--- config.mk ---
export PLATFORM = sky130hd
export DESIGN_NAME = refr_ctl
export DESIGN_NICKNAME = d
export VERILOG_FILES = /design/src/rtl/refr_pkg.sv /design/src/rtl/refr_row_ctr.sv /design/src/rtl/refr_self_timer.sv /design/src/rtl/refr_recovery.sv /design/src/rtl/refr_ctl.sv
export SDC_FILE = /design/constraint.sdc
export NUM_CORES = 1
export LEC_CHECK = 0
export BUFFER_PORTS_ARGS = -buffer_cell sky130_fd_sc_hd__buf_4
export CAP_MARGIN = 20
export CORE_UTILIZATION = 50
export DETAILED_ROUTE_END_ITERATION = 10
export PLACE_DENSITY_LB_ADDON = 0.15
export SLEW_MARGIN = 20
export SYNTH_ARGS = -nofsm -noshare
export SYNTH_HDL_FRONTEND = slang
export SYNTH_SLANG_ARGS = --single-unit
export TNS_END_PERCENT = 100
--- constraint.sdc ---
create_clock -name clk -period 2.3 [get_ports clk]
set_clock_uncertainty 0.1 [all_clocks]
set_input_delay 0.345 -clock clk [delete_from_list [all_inputs] [get_ports clk]]
set_output_delay 0.345 -clock clk [all_outputs]
set_load 0.02 [all_outputs]
--- src/rtl/refr_pkg.sv ---
package refr_pkg;
   typedef enum logic [1:0] {
      MODE_IDLE = 2'd0,
      MODE_EXT  = 2'd1,
      MODE_SELF = 2'd2
   } refr_mode_e;
endpackage

--- src/rtl/refr_row_ctr.sv ---
module refr_row_ctr #(
   parameter int ROW_W = 10
) (
   input  logic             clk,
   input  logic             rst_n,
   input  logic             inc_i,
   output logic [ROW_W-1:0] row_o
);
   localparam logic [ROW_W-1:0] ONE = ROW_W'(1);

   if (ROW_W < 1) begin : g_bad_w
      $error("refr_row_ctr: ROW_W must be at least 1");
   end

   logic [ROW_W-1:0] row_q;

   // binary counter; natural overflow gives the wrap to zero
   always_ff @(posedge clk or negedge rst_n) begin
      if (!rst_n)     row_q <= '0;
      else if (inc_i) row_q <= row_q + ONE;
   end

   assign row_o = row_q;
endmodule

--- src/rtl/refr_self_timer.sv ---
module refr_self_timer #(
   parameter int PERIOD_CYC = 6250,
   parameter int PULSE_CYC  = 4
) (
   input  logic clk,
   input  logic rst_n,
   input  logic clr_i,
   input  logic run_i,
   output logic pulse_o,
   output logic done_o
);
   localparam int TW = (PERIOD_CYC > 1) ? $clog2(PERIOD_CYC) : 1;
   localparam int PW = $clog2(PULSE_CYC + 1);
   localparam logic [TW-1:0] LAST = TW'(PERIOD_CYC - 1);
   localparam logic [PW-1:0] PLEN = PW'(PULSE_CYC);
   localparam logic [PW-1:0] PONE = PW'(1);

   if (PULSE_CYC < 1) begin : g_bad_pulse
      $error("refr_self_timer: PULSE_CYC must be at least 1");
   end
   if (PERIOD_CYC <= PULSE_CYC + 1) begin : g_bad_period
      $error("refr_self_timer: PERIOD_CYC must exceed PULSE_CYC + 1");
   end

   logic [TW-1:0] tick_q;
   logic [PW-1:0] pcnt_q;
   logic          fire;

   assign fire = run_i && (tick_q == LAST);

   always_ff @(posedge clk or negedge rst_n) begin
      if (!rst_n)      tick_q <= '0;
      else if (clr_i)  tick_q <= '0;
      else if (run_i)  tick_q <= fire ? '0 : tick_q + TW'(1);
   end

   always_ff @(posedge clk or negedge rst_n) begin
      if (!rst_n)              pcnt_q <= '0;
      else if (fire)           pcnt_q <= PLEN;
      else if (pcnt_q != '0)   pcnt_q <= pcnt_q - PONE;
   end

   assign pulse_o = (pcnt_q != '0);
   assign done_o  = (pcnt_q == PONE);

   AST_TICK_RANGE: assert property (@(posedge clk) disable iff (!rst_n)
      tick_q <= LAST);
   AST_PULSE_FROM_TIMER: assert property (@(posedge clk) disable iff (!rst_n)
      $rose(pulse_o) |-> $past(run_i));
endmodule

--- src/rtl/refr_recovery.sv ---
module refr_recovery #(
   parameter int RECOV_CYC = 16
) (
   input  logic clk,
   input  logic rst_n,
   input  logic load_i,
   output logic busy_o
);
   if (RECOV_CYC < 1) begin : g_bad_rec
      $error("refr_recovery: RECOV_CYC must be at least 1");
   end

   if (RECOV_CYC == 1) begin : g_flop
      logic busy_q;
      always_ff @(posedge clk or negedge rst_n) begin
         if (!rst_n) busy_q <= 1'b0;
         else        busy_q <= load_i;
      end
      assign busy_o = busy_q;
   end else begin : g_count
      localparam int RW = $clog2(RECOV_CYC + 1);
      logic [RW-1:0] rc_q;
      always_ff @(posedge clk or negedge rst_n) begin
         if (!rst_n)           rc_q <= '0;
         else if (load_i)      rc_q <= RW'(RECOV_CYC);
         else if (rc_q != '0)  rc_q <= rc_q - RW'(1);
      end
      assign busy_o = (rc_q != '0);
   end
endmodule

--- src/rtl/refr_ctl.sv ---
module refr_ctl
   import refr_pkg::*;
#(
   parameter int ROW_W      = 10,
   parameter int PERIOD_CYC = 6250,
   parameter int PULSE_CYC  = 4,
   parameter int RECOV_CYC  = 16
) (
   input  logic             clk,
   input  logic             rst_n,
   input  logic             ref_req_i,
   input  logic             self_en_i,
   input  logic             rstb_i,
   output logic [ROW_W-1:0] row_o,
   output logic             ref_stb_o,
   output logic             busy_o
);
   refr_mode_e mode_q, mode_d;
   logic rstb_q, rise, start_ok;
   logic ext_end, self_exit, tmr_clr, tmr_run;
   logic pulse_on, pulse_done, rec_busy, row_inc;

   always_ff @(posedge clk or negedge rst_n) begin
      if (!rst_n) rstb_q <= 1'b0;
      else        rstb_q <= rstb_i;
   end

   assign rise      = rstb_i && !rstb_q;
   assign busy_o    = (mode_q != MODE_IDLE) || pulse_on || rec_busy;
   assign start_ok  = rise && !busy_o;
   assign ext_end   = (mode_q == MODE_EXT)  && !rstb_i;
   assign self_exit = (mode_q == MODE_SELF) && !rstb_i;
   assign tmr_clr   = start_ok && self_en_i;
   assign tmr_run   = (mode_q == MODE_SELF) && rstb_i;
   assign row_inc   = ext_end || pulse_done;

   always_comb begin
      mode_d = mode_q;
      unique case (mode_q)
         MODE_IDLE: if (start_ok) begin
            if (self_en_i)      mode_d = MODE_SELF;
            else if (ref_req_i) mode_d = MODE_EXT;
         end
         MODE_EXT:  if (ext_end)   mode_d = MODE_IDLE;
         MODE_SELF: if (self_exit) mode_d = MODE_IDLE;
         default:   mode_d = MODE_IDLE;
      endcase
   end

   always_ff @(posedge clk or negedge rst_n) begin
      if (!rst_n) mode_q <= MODE_IDLE;
      else        mode_q <= mode_d;
   end

   refr_row_ctr #(.ROW_W(ROW_W)) u_row (
      .clk(clk), .rst_n(rst_n), .inc_i(row_inc), .row_o(row_o)
   );

   refr_self_timer #(.PERIOD_CYC(PERIOD_CYC), .PULSE_CYC(PULSE_CYC)) u_tmr (
      .clk(clk), .rst_n(rst_n), .clr_i(tmr_clr), .run_i(tmr_run),
      .pulse_o(pulse_on), .done_o(pulse_done)
   );

   refr_recovery #(.RECOV_CYC(RECOV_CYC)) u_rec (
      .clk(clk), .rst_n(rst_n), .load_i(self_exit), .busy_o(rec_busy)
   );

   assign ref_stb_o = (mode_q == MODE_EXT) || pulse_on;

   AST_STB_BUSY: assert property (@(posedge clk) disable iff (!rst_n)
      ref_stb_o |-> busy_o);
   AST_END_INC: assert property (@(posedge clk) disable iff (!rst_n)
      $fell(ref_stb_o) |-> row_o == ROW_W'($past(row_o) + ROW_W'(1)));
   AST_ROW_STEP: assert property (@(posedge clk) disable iff (!rst_n)
      !$stable(row_o) |-> row_o == ROW_W'($past(row_o) + ROW_W'(1)));
   AST_EXIT_GUARD: assert property (@(posedge clk) disable iff (!rst_n)
      self_exit |=> busy_o);
   AST_IGNORE_BUSY: assert property (@(posedge clk) disable iff (!rst_n)
      (rise && busy_o && mode_q == MODE_IDLE) |=> mode_q == MODE_IDLE);
endmodule

==> flow_summary.toml, run 1 <==
[power_and_ir_drop]
swShare_pct = 33.82
max-vdd-ir-drop_mv = 0.3579
power_frac_comb_pct = 25.3
powerDensity_mw_per_mm2 = 758.9
netSwitchingPower_mw = 0.5231
p_leak_nw = 1.045
p_int_mw = 1.024
sequentialPowerShare_pct = 51.7
power.total_mw = 1.547
clock_power_share_pct = 23.0

[critical_path]
cp-start-kind = "flip-flop"
worstSetupPathType = "flip-flop to output pin"
crit_chain = "inv_1, ha_1, nor4b_4, buf_4, nand2_1, buf_4"
rr_startpoint = "u_rec.g_count.rc_q[0]"
reg2reg_depth = 7
worst_path_max_delay_cell = "dfrtp_1"
endpoint_kind = "output pin"
slowest_delay_ps = 410
r2r_end = "u_tmr.tick_q[12]"
arrival_ps = 1730
worst-path-buf-inv = 3
crit_top_cell = "buf_4"
crit_required_ps = 1860
critical-path-top-delay-family = "buffers and inverters"
cp_max_fo = 4
reg2reg_slack_ps = 330

[routing]
wl_per_cell_um = 13.81
viasPerCell = 5.580
postRouteAntennaNets = 0
drt_wl_total_um = 3356
drtIter0Drc = 60
drc_errors = 0
first_pass_iters = 4
vias = 1356

[timing]
worst_pin_slew_ps = 568.0
drv_slew = 0
rsz0062_at_grt = "no"
hold_viol_final = 0
timing.final.ws_setup_ps = 123.2
period_minus_slack_ps = 2177
slew_headroom_pct = 61.84
setup_viol = 0
finalSetupTns_ps = 0
period_share_pct = 94.64
timing.fmax_mhz = 459.4
holdWs_ps = 59.66

[floorplan]
die_w_um = 61.68
core-area_sq_mm = 0.003363
die-area_sq_mm = 0.003804
ios = 17
fp-row-count = 21
initial_core_util_pct = 52.94
die_h_um = 61.68

[flow_run]
maxCapViolations = 0

[placement]
dp_hpwl_um = 2369
port_buffers = 16
gp_congestion = 0.8125
dpl.cell_count = 232
post_dp_cell_area_sq_mm = 0.001949
dp_slack_ps = 277.8

[hold_path]
min_to = "rstb_q"
whs_path_depth = 1
hold_start = "rstb_i"
hold_class = "input pin to flip-flop"

[layout]
fin_cells = 243
area_growth_pct = 14.48
utilization_pct = 60.60
layout_common_cells = "dfrtp_1, buf_4, nand2_1"
nNetsFinal = 208
n_antenna_cell = 0
nFillCells = 318
final_common_cell = "dfrtp_1"
drive_gt1_share_pct = 18.27
design_area_sq_mm = 0.002038

[global_routing]
grt_usage_pct = 19.30
antenna_found_initial = 0
grt_overflow_total = 0
grt_pass1_wl_um = 5326
grt_max_degree = 35
grt_pass1_vias = 1213

[clock_tree]
clkSinkCount = 34
insertion_delay_ps = 340
htreeDepth = 2
clk_pin_slew_ps = 110
cts_resized = 0
clockRootBuffer = "clkbuf_4"
clock_path_buffers = 2
cts_tree = "done"
numCtsBuffers = 5

[yosys]
synth_edf_count = 0
synth_nets = 184
synth_area_leaders = "dfrtp_1, ha_1, nand4_1, xor2_1, nand2_1"
synth_top_area_cell = "dfrtp_1"
synth_async_sr_flop_share_pct = 100.0
synth_cell_types = 43
ys.flop_type = "dfrtp_1"
yosysSeqAreaShare_pct = 47.79
avgSynthCellArea_sq_um = 10.35
netlist_instances = 172
yosysTopAreaCellShare_pct = 47.79
yosys_warnings = 0
synth_seq_cells = 34
syn-cell-area_sq_mm = 0.001780

[status]
outcome = "completed"
worst max-delay path by stage:
stage	startpoint	depth (start not counted)	endpoint
final	u_rec.g_count.rc_q[0]	6	busy_o
after global routing	u_rec.g_count.rc_q[0]	6	busy_o
after CTS	u_rec.g_count.rc_q[0]	5	busy_o
after detailed placement	u_rec.g_count.rc_q[0]	6	u_tmr.tick_q[10]
after global placement	u_rec.g_count.rc_q[0]	6	u_tmr.tick_q[9]
after floorplan	u_rec.g_count.rc_q[0]	6	mode_q[0]
flip-flops by register name, summed over array words and instances (netlist names):
register,flops
u_tmr.pcnt_q,3
u_row.row_o,10
mode_q,2
u_rec.g_count.rc_q,5
rstb_q,1
u_tmr.tick_q,13
synth_stat cells (all sizes together) (3+ instances only):
| cell type | instances |
|---|---|
| nor2 | 11 |
| a211o | 4 |
| nand4 | 13 |
| xor2 | 8 |
| and4 | 3 |
| nand2 | 15 |
| xnor2 | 3 |
| nor3 | 11 |
| inv | 9 |
| nor4b | 3 |
| nand3 | 6 |
| dfrtp | 34 |
| ha | 7 |
| and3 | 8 |
| o21ai | 7 |
| and2 | 3 |
area by class of cell:
| class | count | area, sq um | share of cell area (%) |
|---|---|---|---|
| Timing Repair Buffer | 19 | 145.1 | 7.121 |
| Clock inverter | 2 | 12.51 | 0.6139 |
| Inverter | 9 | 33.78 | 1.657 |
| Sequential cell | 34 | 850.8 | 41.74 |
| Tap cell | 46 | 57.56 | 2.824 |
| Multi-Input combinational cell | 127 | 887.1 | 43.52 |
| Clock buffer | 6 | 51.30 | 2.517 |
layer usage:
layer,vias to the layer above,global-route usage (%),routed length [um]
met5,-,0,0
met4,0,6.349,36
met3,5,6.303,151
met2,28,30.11,1611
met1,644,25.36,1556
li1,679,-,-
timing repair:
action / 4_1_cts / 5_1_grt
setup endpoints to repair: 0 / 1
buffers inserted: 0 / 2
hold buffers: 1 / 0
hold endpoints to repair: 34 / 0
power groups by stage:
stage | registers (mW) | logic (mW) | clock network, mW
3_5_place_dp | 0.805 | 0.375 | 0
6_report | 0.799 | 0.392 | 0.355
2_1_floorplan | 0.803 | 0.256 | 0
3_3_place_gp | 0.798 | 0.356 | 0
5_1_grt | 0.813 | 0.445 | 0.391
4_1_cts | 0.793 | 0.380 | 0.363
kinds of logic (layout without fill, tap and decap cells):
family / after synthesis / count (layout) / synth area share, %
AOI/OAI and AO/OA: 23 / 23 / 9.136
xor gates and xnor gates: 11 / 11 / 5.412
adders and majority gates: 7 / 7 / 4.919
buffers and inverters: 11 / 36 / 2.389
DFF: 34 / 34 / 47.79
muxes: 2 / 2 / 1.195
and+or+nand+nor: 84 / 84 / 29.16
No activity file was read; power rests on OpenSTA's default activity.
==> run 2, diff against run 1 <==
CORE_ASPECT_RATIO = 1.1   (was unset)
HOLD_SLACK_MARGIN = 0.06   (was unset)
==> run 2 against run 1 <==
  * Via count rose by 3.1%
  * Critical path depth shrank 1
  * Power shrank 0.56%
  * Sequential share of layout area shrank 0.51 points
  * Final cell count up 1.6%
  * Cell area increased by 1.2%
  * Flip-flop and latch count stayed put
  * Sequential power is essentially flat
  * Wire length rose by 8.8%
  * Die area barely moved
  * Fmax is 1.2% higher
  * Critical path type unchanged
  * Largest power group unchanged
  * Highest routed layer unchanged
==> flow_summary.toml, run 2 (synthesis results as in run 1) <==
[floorplan]
die-area_sq_mm = 0.003804
core-area_sq_mm = 0.003358
ios = 17
die_h_um = 64.59
initial_core_util_pct = 53.02
die_w_um = 58.90
fp-row-count = 22

[placement]
dpl.cell_count = 234
gp_congestion = 0.7811
dp_slack_ps = 240.4
port_buffers = 16
dp_hpwl_um = 2542
post_dp_cell_area_sq_mm = 0.001952

[status]
outcome = "completed"

[critical_path]
cp_max_fo = 3
arrival_ps = 1710
endpoint_kind = "output pin"
cp-start-kind = "flip-flop"
worst-path-buf-inv = 2
crit_required_ps = 1860
critical-path-top-delay-family = "simple AND/OR/NAND/NOR gates"
worstSetupPathType = "flip-flop to output pin"
worst_path_max_delay_cell = "dfrtp_1"
crit_chain = "inv_1, ha_1, nor4b_4, nand2_1, buf_4"
slowest_delay_ps = 390

[layout]
final_common_cell = "dfrtp_1"
nNetsFinal = 210
drive_gt1_share_pct = 18.09
regMostFlops = "u_tmr.tick_q"
layout_common_cells = "dfrtp_1, buf_4, nand2_1"
fin_cells = 247
design_area_sq_mm = 0.002063
utilization_pct = 61.44
n_antenna_cell = 0
largest_register_ffs = 13
area_growth_pct = 15.88

[timing]
finalSetupTns_ps = 0
hold_viol_final = 0
slew_headroom_pct = 62.59
timing.final.ws_setup_ps = 149.1
rsz0062_at_grt = "no"
setup_viol = 0
period_minus_slack_ps = 2151
period_share_pct = 93.52
worst_pin_slew_ps = 556.8
drv_slew = 0
holdWs_ps = 253.7
timing.fmax_mhz = 464.9

[routing]
vias = 1398
first_pass_iters = 4
drtIter0Drc = 55
viasPerCell = 5.660
postRouteAntennaNets = 0
drc_errors = 0
drt_wl_total_um = 3651
wl_per_cell_um = 14.78

[power_and_ir_drop]
sequentialPowerShare_pct = 52.0
powerDensity_mw_per_mm2 = 745.5
p_int_mw = 1.031
power_frac_comb_pct = 25.7
power.total_mw = 1.538
netSwitchingPower_mw = 0.5074
clock_power_share_pct = 22.3
max-vdd-ir-drop_mv = 0.3889
swShare_pct = 32.99
p_leak_nw = 1.069

[clock_tree]
cts_tree = "done"
clock_path_buffers = 2
insertion_delay_ps = 340
numCtsBuffers = 5
clk_pin_slew_ps = 100
clkSinkCount = 34
htreeDepth = 2
clockRootBuffer = "clkbuf_4"

[global_routing]
grt_max_degree = 35
grt_overflow_total = 0
grt_usage_pct = 22.33
grt_pass1_vias = 1432
grt_pass1_wl_um = 6320
antenna_found_initial = 0

[flow_run]
maxCapViolations = 0

[hold_path]
hold_class = "input pin to flip-flop"
[run 2: cell types whose count changed in the layout (fill, tap and decap cells not counted), sizes merged]
| cell | change |
|---|---|
| dlygate4sd3 | +1 |
| clkinvlp | -1 |
| buf | +1 |
| clkbuf | +1 |
[run 2: what timing repair did]
item / in CTS / in global routing
gates resized for setup: 0 / 1
endpoints found under the hold margin: 35 / 0
endpoints found under the setup margin: 0 / 1
buffers inserted: 0 / 3
hold buffers: 2 / 0
[run 2: routing by layer]
layer,GRT usage [%],routed length (um)
met5,0,0
met4,11.31,69
met3,5.389,116
met2,36.36,1858
met1,27.18,1606
[run 2: path summary, 6_finish.rpt]
check                                 startpoint                     to  slack [ps]  depth (start not counted)
setup / recovery                 u_tmr.pcnt_q[0]                 busy_o         150                          5
setup reg to reg           u_rec.g_count.rc_q[0]       u_tmr.tick_q[11]         230                          7
min in group asynchronous                  rst_n  u_rec.g_count.rc_q[1]         370                          2
hold / removal                         self_en_i              mode_q[0]         250                          3
max in group asynchronous                  rst_n       u_tmr.tick_q[12]        1410                          2
hold reg to reg                   u_row.row_o[9]         u_row.row_o[9]         380                          1
[run 2: power groups by stage]
stage          registers, mW  clock network [mW]  logic, mW
6_report               0.800               0.343      0.395
5_1_grt                0.815               0.384      0.453
4_1_cts                0.796               0.357      0.375
3_5_place_dp           0.807                   0      0.372
3_3_place_gp           0.798                   0      0.358
2_1_floorplan          0.803                   0      0.256
[run 2: final cells by class]
type / count / area, sq um
timing repair buffer: 21 / 162.7
inverter: 9 / 33.78
tap: 48 / 60.06
multi-input combinational: 127 / 895.9
clock buffer: 7 / 55.05
fill: 290 / 1295
sequential: 34 / 850.8
clock inverter: 1 / 5.005
[run 2: tightest hold or removal path, delay by kind of cell]
kind | cells | cell delay (ps)
AO/OA/AOI/OAI | 1 | 200
buffers and inverters | 1 | 80
AND/OR/NAND/NOR | 1 | 40
